==> src/rtl/cap_lsu_pkg.sv <==
package cap_lsu_pkg;

  localparam int IDX_W = 5;
  localparam logic [6:0] LSU_MAJOR_OP = 7'b1011011;

  typedef enum logic [3:0] {
    EXC_NONE        = 4'd0,
    EXC_TAG         = 4'd1,
    EXC_SEAL        = 4'd2,
    EXC_PERM        = 4'd3,
    EXC_LENGTH      = 4'd4,
    EXC_LOAD_ALIGN  = 4'd5,
    EXC_STORE_ALIGN = 4'd6,
    EXC_MEM_FAULT   = 4'd7
  } excCause_e;

  typedef enum logic [1:0] {
    ST_IDLE, ST_CHECK, ST_REQ, ST_RSP
  } lsuState_e;

  // strobes from control to datapath
  typedef struct packed {
    logic capture;    // latch decoded instruction and operands
    logic checkExc;   // report the check result as an exception
    logic memExc;     // report a faulted memory response
    logic accessDone; // response arrived without fault
  } dpStrobe_t;

endpackage

==> src/rtl/cap_lsu_check.sv <==
module cap_lsu_check
  import cap_lsu_pkg::*;
#(
  parameter int XLEN = 64
) (
  input  logic            tag,
  input  logic            sealed,
  input  logic            permLoad,
  input  logic            permStore,
  input  logic            isStore,
  input  logic [1:0]      width,
  input  logic [XLEN-1:0] vaddr,
  input  logic [XLEN-1:0] base,
  input  logic [XLEN:0]   top,
  output excCause_e       cause
);
  localparam int AW = XLEN + 1;

  logic [3:0]    sizeBytes;
  logic [AW-1:0] endAddr;
  logic          misaligned;

  always_comb begin
    sizeBytes  = 4'd1 << width;
    endAddr    = {1'b0, vaddr} + AW'(sizeBytes);
    misaligned = |(vaddr[2:0] & (sizeBytes[2:0] - 3'd1));
    cause      = EXC_NONE;
    if (!tag)                                 cause = EXC_TAG;
    else if (sealed)                          cause = EXC_SEAL;
    else if (isStore ? !permStore : !permLoad) cause = EXC_PERM;
    else if (endAddr > top)                   cause = EXC_LENGTH;
    else if (vaddr < base)                    cause = EXC_LENGTH;
    else if (misaligned)                      cause = isStore ? EXC_STORE_ALIGN : EXC_LOAD_ALIGN;
  end

endmodule

==> src/rtl/cap_lsu_ctrl.sv <==
module cap_lsu_ctrl
  import cap_lsu_pkg::*;
(
  input  logic      clk,
  input  logic      rstN,
  input  logic      instValid,
  input  logic      instLegal,
  input  logic      checkPass,
  input  logic      memReqReady,
  input  logic      memRspValid,
  input  logic      memRspFault,
  output logic      instReady,
  output logic      memReqValid,
  output dpStrobe_t ctl
);
  lsuState_e state, stateNext;

  always_ff @(posedge clk or negedge rstN) begin
    if (!rstN) state <= ST_IDLE;
    else       state <= stateNext;
  end

  always_comb begin
    stateNext   = state;
    ctl         = '0;
    instReady   = 1'b0;
    memReqValid = 1'b0;
    case (state)
      ST_IDLE: begin
        instReady = 1'b1;
        if (instValid && instLegal) begin
          ctl.capture = 1'b1;
          stateNext   = ST_CHECK;
        end
      end
      ST_CHECK: begin
        if (checkPass) stateNext = ST_REQ;
        else begin
          ctl.checkExc = 1'b1;
          stateNext    = ST_IDLE;
        end
      end
      ST_REQ: begin
        memReqValid = 1'b1;
        if (memReqReady) stateNext = ST_RSP;
      end
      ST_RSP: begin
        if (memRspValid) begin
          ctl.memExc     = memRspFault;
          ctl.accessDone = !memRspFault;
          stateNext      = ST_IDLE;
        end
      end
      default: stateNext = ST_IDLE;
    endcase
  end

  // a raised request is not withdrawn before it is taken
  a_r7_req_held : assert property (@(posedge clk) disable iff (!rstN)
    memReqValid && !memReqReady |=> memReqValid);

  // an accepted instruction makes the unit busy in the next cycle
  a_r12_busy_after_accept : assert property (@(posedge clk) disable iff (!rstN)
    instValid && instLegal && instReady |=> !instReady);

endmodule

==> src/rtl/cap_lsu_dp.sv <==
module cap_lsu_dp
  import cap_lsu_pkg::*;
#(
  parameter int XLEN = 64
) (
  input  logic             clk,
  input  logic             rstN,
  input  dpStrobe_t        ctl,
  input  logic             memReqValid,
  input  logic [31:0]      instWord,
  output logic             instLegal,
  output logic [IDX_W-1:0] intRdIdxA,
  input  logic [XLEN-1:0]  intRdDataA,
  output logic [IDX_W-1:0] intRdIdxB,
  input  logic [XLEN-1:0]  intRdDataB,
  output logic [IDX_W-1:0] capRdIdx,
  input  logic             capTag,
  input  logic             capSealed,
  input  logic             capPermLoad,
  input  logic             capPermStore,
  input  logic [XLEN-1:0]  capBase,
  input  logic [XLEN:0]    capTop,
  input  logic [XLEN-1:0]  capCursor,
  input  logic             defTag,
  input  logic             defSealed,
  input  logic             defPermLoad,
  input  logic             defPermStore,
  input  logic [XLEN-1:0]  defBase,
  input  logic [XLEN:0]    defTop,
  input  logic [XLEN-1:0]  defCursor,
  output logic             checkPass,
  output logic             memReqWrite,
  output logic [XLEN-1:0]  memReqAddr,
  output logic [1:0]       memReqSize,
  output logic [XLEN-1:0]  memReqWData,
  input  logic [XLEN-1:0]  memRspData,
  output logic             excValid,
  output excCause_e        excCause,
  output logic [IDX_W-1:0] excCapIdx,
  output logic [XLEN-1:0]  excAddr,
  output logic             wbValid,
  output logic [IDX_W-1:0] wbIdx,
  output logic [XLEN-1:0]  wbData
);
  localparam int NBYTES = XLEN / 8;

  // decode
  logic [4:0] opSel;
  logic [4:0] fieldA;
  logic [4:0] fieldD;
  logic       useDef;

  assign opSel  = instWord[24:20];
  assign fieldA = instWord[19:15];
  assign fieldD = instWord[11:7];
  assign instLegal = (instWord[6:0] == LSU_MAJOR_OP) && (instWord[14:12] == 3'b000) &&
                     (instWord[31:25] == 7'b0) && !(opSel[3] && opSel[2]);
  assign useDef    = !opSel[4] || (fieldA == '0);
  assign intRdIdxA = fieldA;
  assign intRdIdxB = fieldD;
  assign capRdIdx  = fieldA;

  // captured instruction state
  logic             storeQ, unsQ, tagQ, sealQ, permLdQ, permStQ;
  logic [1:0]       widthQ;
  logic [IDX_W-1:0] rdQ, repIdxQ;
  logic [XLEN-1:0]  vaddrQ, baseQ, dataQ;
  logic [XLEN:0]    topQ;

  always_ff @(posedge clk or negedge rstN) begin
    if (!rstN) begin
      storeQ <= 1'b0; unsQ <= 1'b0; tagQ <= 1'b0; sealQ <= 1'b0;
      permLdQ <= 1'b0; permStQ <= 1'b0; widthQ <= '0; rdQ <= '0; repIdxQ <= '0;
      vaddrQ <= '0; baseQ <= '0; dataQ <= '0; topQ <= '0;
    end else if (ctl.capture) begin
      storeQ  <= opSel[3];
      unsQ    <= opSel[2];
      widthQ  <= opSel[1:0];
      rdQ     <= fieldD;
      repIdxQ <= opSel[4] ? fieldA : '0;
      vaddrQ  <= opSel[4] ? (useDef ? defCursor : capCursor) : (defBase + intRdDataA);
      tagQ    <= useDef ? defTag       : capTag;
      sealQ   <= useDef ? defSealed    : capSealed;
      permLdQ <= useDef ? defPermLoad  : capPermLoad;
      permStQ <= useDef ? defPermStore : capPermStore;
      baseQ   <= useDef ? defBase      : capBase;
      topQ    <= useDef ? defTop       : capTop;
      dataQ   <= intRdDataB;
    end
  end

  excCause_e chkCause;

  cap_lsu_check #(.XLEN(XLEN)) u_check (
    .tag      (tagQ),
    .sealed   (sealQ),
    .permLoad (permLdQ),
    .permStore(permStQ),
    .isStore  (storeQ),
    .width    (widthQ),
    .vaddr    (vaddrQ),
    .base     (baseQ),
    .top      (topQ),
    .cause    (chkCause)
  );

  assign checkPass = (chkCause == EXC_NONE);

  // request fields and store-data trimming
  logic [XLEN-1:0] byteMask;
  always_comb begin
    for (int b = 0; b < NBYTES; b++)
      byteMask[b*8 +: 8] = (b < (1 << widthQ)) ? 8'hFF : 8'h00;
  end

  assign memReqWrite = storeQ;
  assign memReqAddr  = vaddrQ;
  assign memReqSize  = widthQ;
  assign memReqWData = dataQ & byteMask;

  // load extension
  logic [XLEN-1:0] loadExt;
  always_comb begin
    case (widthQ)
      2'd0:    loadExt = {{(XLEN-8){!unsQ && memRspData[7]}},   memRspData[7:0]};
      2'd1:    loadExt = {{(XLEN-16){!unsQ && memRspData[15]}}, memRspData[15:0]};
      2'd2:    loadExt = {{(XLEN-32){!unsQ && memRspData[31]}}, memRspData[31:0]};
      default: loadExt = memRspData;
    endcase
  end

  // result outputs
  always_ff @(posedge clk or negedge rstN) begin
    if (!rstN) begin
      excValid  <= 1'b0;
      excCause  <= EXC_NONE;
      excCapIdx <= '0;
      excAddr   <= '0;
      wbValid   <= 1'b0;
      wbIdx     <= '0;
      wbData    <= '0;
    end else begin
      excValid <= ctl.checkExc || ctl.memExc;
      wbValid  <= ctl.accessDone && !storeQ && (rdQ != '0);
      if (ctl.checkExc || ctl.memExc) begin
        excCause  <= ctl.memExc ? EXC_MEM_FAULT : chkCause;
        excCapIdx <= repIdxQ;
        excAddr   <= vaddrQ;
      end
      if (ctl.accessDone && !storeQ && (rdQ != '0)) begin
        wbIdx  <= rdQ;
        wbData <= loadExt;
      end
    end
  end

  // a request only ever follows a fully passing check
  a_r7_req_after_pass : assert property (@(posedge clk) disable iff (!rstN)
    memReqValid |-> checkPass);

  // a faulted response is reported as cause 7
  a_r10_fault_reported : assert property (@(posedge clk) disable iff (!rstN)
    ctl.memExc |=> excValid && excCause == EXC_MEM_FAULT);

  // register 0 is never written, exception and write-back are exclusive
  a_r11_no_wb_zero : assert property (@(posedge clk) disable iff (!rstN)
    wbValid |-> (wbIdx != '0) && !excValid);

  // an alignment cause implies a misaligned address
  a_r5_align_cause : assert property (@(posedge clk) disable iff (!rstN)
    excValid && (excCause == EXC_LOAD_ALIGN || excCause == EXC_STORE_ALIGN)
      |-> (excAddr[2:0] & ((3'd1 << widthQ) - 3'd1)) != 3'd0);

endmodule

==> src/rtl/cap_lsu.sv <==
module cap_lsu
  import cap_lsu_pkg::*;
#(
  parameter int XLEN = 64
) (
  input  logic            clk,
  input  logic            rstN,
  input  logic            instValid,
  input  logic [31:0]     instWord,
  output logic            instReady,
  output logic [4:0]      intRdIdxA,
  input  logic [XLEN-1:0] intRdDataA,
  output logic [4:0]      intRdIdxB,
  input  logic [XLEN-1:0] intRdDataB,
  output logic [4:0]      capRdIdx,
  input  logic            capTag,
  input  logic            capSealed,
  input  logic            capPermLoad,
  input  logic            capPermStore,
  input  logic [XLEN-1:0] capBase,
  input  logic [XLEN:0]   capTop,
  input  logic [XLEN-1:0] capCursor,
  input  logic            defTag,
  input  logic            defSealed,
  input  logic            defPermLoad,
  input  logic            defPermStore,
  input  logic [XLEN-1:0] defBase,
  input  logic [XLEN:0]   defTop,
  input  logic [XLEN-1:0] defCursor,
  output logic            memReqValid,
  input  logic            memReqReady,
  output logic            memReqWrite,
  output logic [XLEN-1:0] memReqAddr,
  output logic [1:0]      memReqSize,
  output logic [XLEN-1:0] memReqWData,
  input  logic            memRspValid,
  input  logic            memRspFault,
  input  logic [XLEN-1:0] memRspData,
  output logic            excValid,
  output logic [3:0]      excCause,
  output logic [4:0]      excCapIdx,
  output logic [XLEN-1:0] excAddr,
  output logic            wbValid,
  output logic [4:0]      wbIdx,
  output logic [XLEN-1:0] wbData
);
  dpStrobe_t ctl;
  logic      instLegal;
  logic      checkPass;
  excCause_e causeInt;

  cap_lsu_ctrl u_ctrl (
    .clk        (clk),
    .rstN       (rstN),
    .instValid  (instValid),
    .instLegal  (instLegal),
    .checkPass  (checkPass),
    .memReqReady(memReqReady),
    .memRspValid(memRspValid),
    .memRspFault(memRspFault),
    .instReady  (instReady),
    .memReqValid(memReqValid),
    .ctl        (ctl)
  );

  cap_lsu_dp #(.XLEN(XLEN)) u_dp (
    .clk(clk), .rstN(rstN), .ctl(ctl), .memReqValid(memReqValid),
    .instWord(instWord), .instLegal(instLegal),
    .intRdIdxA(intRdIdxA), .intRdDataA(intRdDataA),
    .intRdIdxB(intRdIdxB), .intRdDataB(intRdDataB),
    .capRdIdx(capRdIdx), .capTag(capTag), .capSealed(capSealed),
    .capPermLoad(capPermLoad), .capPermStore(capPermStore),
    .capBase(capBase), .capTop(capTop), .capCursor(capCursor),
    .defTag(defTag), .defSealed(defSealed),
    .defPermLoad(defPermLoad), .defPermStore(defPermStore),
    .defBase(defBase), .defTop(defTop), .defCursor(defCursor),
    .checkPass(checkPass),
    .memReqWrite(memReqWrite), .memReqAddr(memReqAddr),
    .memReqSize(memReqSize), .memReqWData(memReqWData),
    .memRspData(memRspData),
    .excValid(excValid), .excCause(causeInt), .excCapIdx(excCapIdx), .excAddr(excAddr),
    .wbValid(wbValid), .wbIdx(wbIdx), .wbData(wbData)
  );

  assign excCause = causeInt;

  // request fields stay put while the memory side stalls
  a_r7_req_stable : assert property (@(posedge clk) disable iff (!rstN)
    memReqValid && !memReqReady |=> memReqValid && $stable(memReqAddr) &&
      $stable(memReqSize) && $stable(memReqWrite) && $stable(memReqWData));

  // result pulses last a single cycle
  a_r12_single_pulse : assert property (@(posedge clk) disable iff (!rstN)
    excValid || wbValid |=> !excValid && !wbValid);

endmodule

==> config.mk <==
export PLATFORM = sky130hd
export DESIGN_NAME = cap_lsu
export DESIGN_NICKNAME = d
export VERILOG_FILES = /design/src/rtl/cap_lsu_pkg.sv /design/src/rtl/cap_lsu_check.sv /design/src/rtl/cap_lsu_ctrl.sv /design/src/rtl/cap_lsu_dp.sv /design/src/rtl/cap_lsu.sv
export SDC_FILE = /design/constraint.sdc
export NUM_CORES = 1
export LEC_CHECK = 0
export BUFFER_PORTS_ARGS = -buffer_cell sky130_fd_sc_hd__buf_2
export CAP_MARGIN = 20
export CORE_AREA = 4 4 354 356
export DETAILED_ROUTE_END_ITERATION = 10
export DIE_AREA = 0 0 358 360
export GPL_TIMING_DRIVEN = 0
export PLACE_DENSITY = 0.5
export SLEW_MARGIN = 25
export SYNTH_ARGS = -nofsm -noshare
export SYNTH_HDL_FRONTEND = slang
export SYNTH_SLANG_ARGS = --single-unit
==> constraint.sdc <==
create_clock -name clk -period 13.25 [get_ports clk]
set_input_delay 0.6625 -clock clk [delete_from_list [all_inputs] [get_ports clk]]
set_output_delay 0.6625 -clock clk [all_outputs]
set_load 0.02 [all_outputs]
==> summary.log <==
INFO  synth          yosys_register_bits=420
INFO  die            chip_width=358µm
INFO  critical_path  crit_required=13.77ns
INFO  clock_tree     cts_inserted_buffers=57
INFO  power_and_ir_drop vdd_ir_drop_max=0.0997mV
INFO  final_layout   layout-area-overhead-vs-synth=33.2%
INFO  critical_path  critPathCaptureType=register
INFO  timing         setup_ws=4.32ns
INFO  run_status     outcome=finished clean
INFO  die            i_o_pin_total=916
INFO  clock_tree     post_cts_resize_count=0
INFO  detailed_routing firstDrtPassIters=5
INFO  timing         worst_clock_skew=0.0270ns
INFO  synth          synth_top_flop_cell=dfrtp_1
INFO  die            core=0.122mm²
INFO  timing         setup_viol=0
INFO  clock_tree     clock_insertion_delay_worst_skew=0.66ns
INFO  placed_design  port_buffers=913
INFO  detailed_routing wl=147,000µm
INFO  timing         final_count_of_pins_violating_max_slew=0
INFO  synth          syn-mean-instance-area=9.12µm²
INFO  synth          synth-warning-count=0
INFO  clock_tree     cts_tree=yes
INFO  die            rows=128
INFO  global_route   track_usage=21.8%
INFO  clock_tree     htree_levels=2
INFO  timing         final_min_period_over_clock_period=67.4%
INFO  timing         tightest_slew=1.11ns
INFO  timing         clock.fmax=112MHz
INFO  critical_path  worst_setup_path_start_kind=register
INFO  placed_design  gp_routability_congestion=0.927
INFO  placed_design  place_worst_setup_slack=4.23ns
INFO  detailed_routing drt-vias-per-instance=4.71
INFO  clock_tree     post-cts-setup-buffers=0
INFO  synth          synth.lib_cells_used.distinct=82
INFO  die            initial_core_util=22.3%
INFO  min_path       hold_path_startpoint=memRspData[4]
INFO  critical_path  worst_r2r_startpoint=u_dp.memReqSize[1]
INFO  critical_path  depth_of_the_most_critical_reg_to_reg_path=25
INFO  die            die_height=360µm
INFO  final_layout   fillers=13.2k
INFO  global_route   antenna_found_initial=26
INFO  timing         hold_viol=0
INFO  power_and_ir_drop post-layout-total-power=3450µW
INFO  critical_path  crit_arrival=9.45ns
INFO  synth          ys_seq_area_share=38.8%
INFO  min_path       hp-class=input port to register
INFO  die            die_area=0.129mm²
INFO  timing         timing.slew.headroom=26.2%
INFO  power_and_ir_drop p_per_area=95.5mW/mm²
INFO  detailed_routing violation_count_after_the_first_detailed_route_iteration=1,529
INFO  clock_tree     cts_buffer_depth=3
INFO  job            timing.max_cap.violations=0
INFO  placed_design  dp_hpwl=121,000µm
INFO  detailed_routing routed_wire_length_per_instance=26.0µm
INFO  detailed_routing final_antenna_net_count=0
INFO  global_route   wire_length_of_the_first_global_routing_pass=201,000µm
INFO  min_path       whs_endpoint=u_dp.wbData[4]
INFO  detailed_routing route.detailed.drc=0
INFO  clock_tree     clk_sinks=420
INFO  global_route   first_global_vias=27.3k
INFO  clock_tree     cts.hold.buffers_added=1
INFO  synth          synth_cells=2,973
INFO  power_and_ir_drop total_leakage_power=0.0185µW
INFO  final_layout   finalNetCount=4,780
INFO  synth          post_synth_edffs=0
INFO  min_path       worst_hold_path.num_cells=3
INFO  critical_path  r2r_setup_slack=4.32ns
INFO  critical_path  setup.worst_path.class=register to register
INFO  critical_path  path_max_fanout=10
INFO  timing         setup_total_negative_slack=0ns
INFO  synth          mappedNetlistNets=3,794
INFO  detailed_routing number_of_vias_in_the_routed_layout=26.6k
INFO  global_route   grt_max_degree=80
INFO  clock_tree     cell_at_the_root_of_the_clock_tree=clkbuf_16
INFO  timing         post-route-min-period=8.93ns
INFO  clock_tree     clk_pin_slew_worst_paths=0.06ns
INFO  critical_path  r2r-end=u_dp.excAddr[0]
INFO  synth          proportion_of_synthesized_flip_flops_having_asynchronous_set_or_reset=100%
INFO  synth          syn-cell-area=0.0271mm²
INFO  final_layout   post_route_cells_drive_above_1_share=29.3%
INFO  global_route   gr-total-overflow=0
INFO  timing         rsz0062_at_grt=no
## registers in the layout (all words and copies together) (netlist names), named ones only
signal / count
u_dp.topQ: 65
u_dp.baseQ: 64
u_dp.dataQ: 64
u_dp.excAddr: 64
u_dp.memReqAddr: 64
u_dp.wbData: 64
u_dp.excCapIdx: 5
u_dp.rdQ: 5
u_dp.repIdxQ: 5
u_dp.wbIdx: 5
u_dp.excCause: 3
u_dp.memReqSize: 2
u_ctrl.state: 1
u_dp.excValid: 1
u_dp.memReqWrite: 1
u_dp.permLdQ: 1
u_dp.permStQ: 1
u_dp.sealQ: 1
u_dp.tagQ: 1
u_dp.unsQ: 1
u_dp.wbValid: 1
## worst max-delay path, cell delays in order (launching register included)
cell and delay (ns):
dfrtp_1 0.37, clkbuf_1 0.39, and2_1 0.19, clkbuf_1 0.47, clkbuf_1 0.69, ha_1 0.28, a21oi_1 0.25, nand2b_1 0.45
or2_1 0.43, nor4_1 0.65, and3_1 0.34, nand4_1 0.12, xnor2_1 0.21, ha_1 0.35, nand4_1 0.16, nor4_1 0.54
nand4_1 0.27, nor3_1 0.34, nor4_1 0.09, o211ai_1 0.17, a21oi_1 0.11, nand3_1 0.12, a21o_1 0.13, clkbuf_2 0.52
buf_2 0.69, mux2_1 0.38
## cell families after synthesis
logic type,synth area share (%)
adder cells (fa/ha/maj),9.16
multiplexers,13.6
AND/OR/NAND/NOR,14.0
AO/OA/AOI/OAI,15.6
other,0.0138
XOR/XNOR,3.72
flip-flops,38.8
buffers and inverters,5.05
## metrics by stage
stage / instances / cell area [µm²] / hold WS, ns / utilization [%]
floorplan: 2973 / 27100 / 0.367 / -
global placement: 5511 / 33700 / 0.456 / 27.7
detailed placement: 5524 / 34100 / 0.458 / 28.0
CTS: 5627 / 36100 / 0.106 / 29.6
global route: 5629 / 36100 / 0.146 / 29.6
finish: 5638 / 36100 / 0.185 / 29.7
## Yosys cell counts (13+ instances only)
library cell  number  area [µm²]
nor3_1            29         145
mux2i_1          197        1970
mux2_1            69         777
a21oi_1          215        1080
nand4_1           56         350
nand2b_1          14        87.6
and2_1            44         275
xor2_1            40         350
xnor2_1           75         657
clkbuf_1         131         492
buf_4             16         120
nand3_1           52         260
nand2_1          395        1480
a21o_1            60         450
nor2_1           136         510
o211ai_1          13        97.6
a211oi_1          22         165
and3_1            41         257
buf_1             17        63.8
dfrtp_1          420       10500
inv_1            166         623
o21ai_0          291        1460
mux2_2            84         946
ha_1             196        2450
## power breakdown
| part | leakage [µW] | switching [µW] | internal, µW | total, µW |
|---|---|---|---|---|
| combinational | 0.0117 | 303 | 194 | 497 |
| sequential | 0.00585 | 0.187 | 1280 | 1280 |
| clock | 0.000973 | 674 | 994 | 1670 |
## cell type report
cell class                      count  area, µm²  area share (%)
Timing Repair Buffer              927       4900            13.6
Antenna cell                       11       27.5          0.0763
Multi-Input combinational cell   2208      15200            42.2
Inverter                          169        634            1.76
Clock inverter                     28        419            1.16
Sequential cell                   420      10500            29.1
Clock buffer                       74       1570            4.35
Buffer                            176        763            2.11
Tap cell                         1625       2030            5.63
## metal layers
layer  track usage (%)  up-vias  share of wire, %
li1                  -    12500                 -
met1              26.3    12900                41
met2              39.9      996                50
met3              3.84      183               6.4
met4              5.30        6               2.7
met5                 0        -             0.025
## cells in the final DEF (no fill, tap or decap), drive strengths merged, types with 5 or more instances in the layout
master and n:
nor3 30, nand4 56, nor4 11, mux2 153, a21o 61, nor2 136
a211oi 24, nor2b 12, o41ai 5, buf 970, a21boi 5, a2111oi 7
xnor2 75, o21bai 12, clkinv 17, mux2i 197, and4 12, or3 5
bufinv 8, o211ai 13, inv 170, nand2b 14, clkbuf 206, o21ai 303
nand3 52, a21oi 217, a22oi 12, nand2 395, and3 41, diode 11
a31oi 8, dfrtp 420, ha 196, xor2 40, a221o 5, o21a 9
and2 44
## worst max path at each step
stage / end / startpoint / slack [ns]
after floorplan: u_dp.excAddr[0] / u_dp.memReqSize[1] / 7.65
after global placement: u_dp.baseQ[14] / rstN / 1.95
after detailed placement: u_dp.excAddr[3] / u_dp.memReqSize[1] / 4.23
after CTS: u_dp.excCapIdx[3] / u_dp.memReqSize[1] / 4.16
after global routing: u_dp.excAddr[0] / u_dp.memReqSize[1] / 3.87
final: u_dp.excAddr[0] / u_dp.memReqSize[1] / 4.32
No activity file was read; power rests on OpenSTA's default activity.
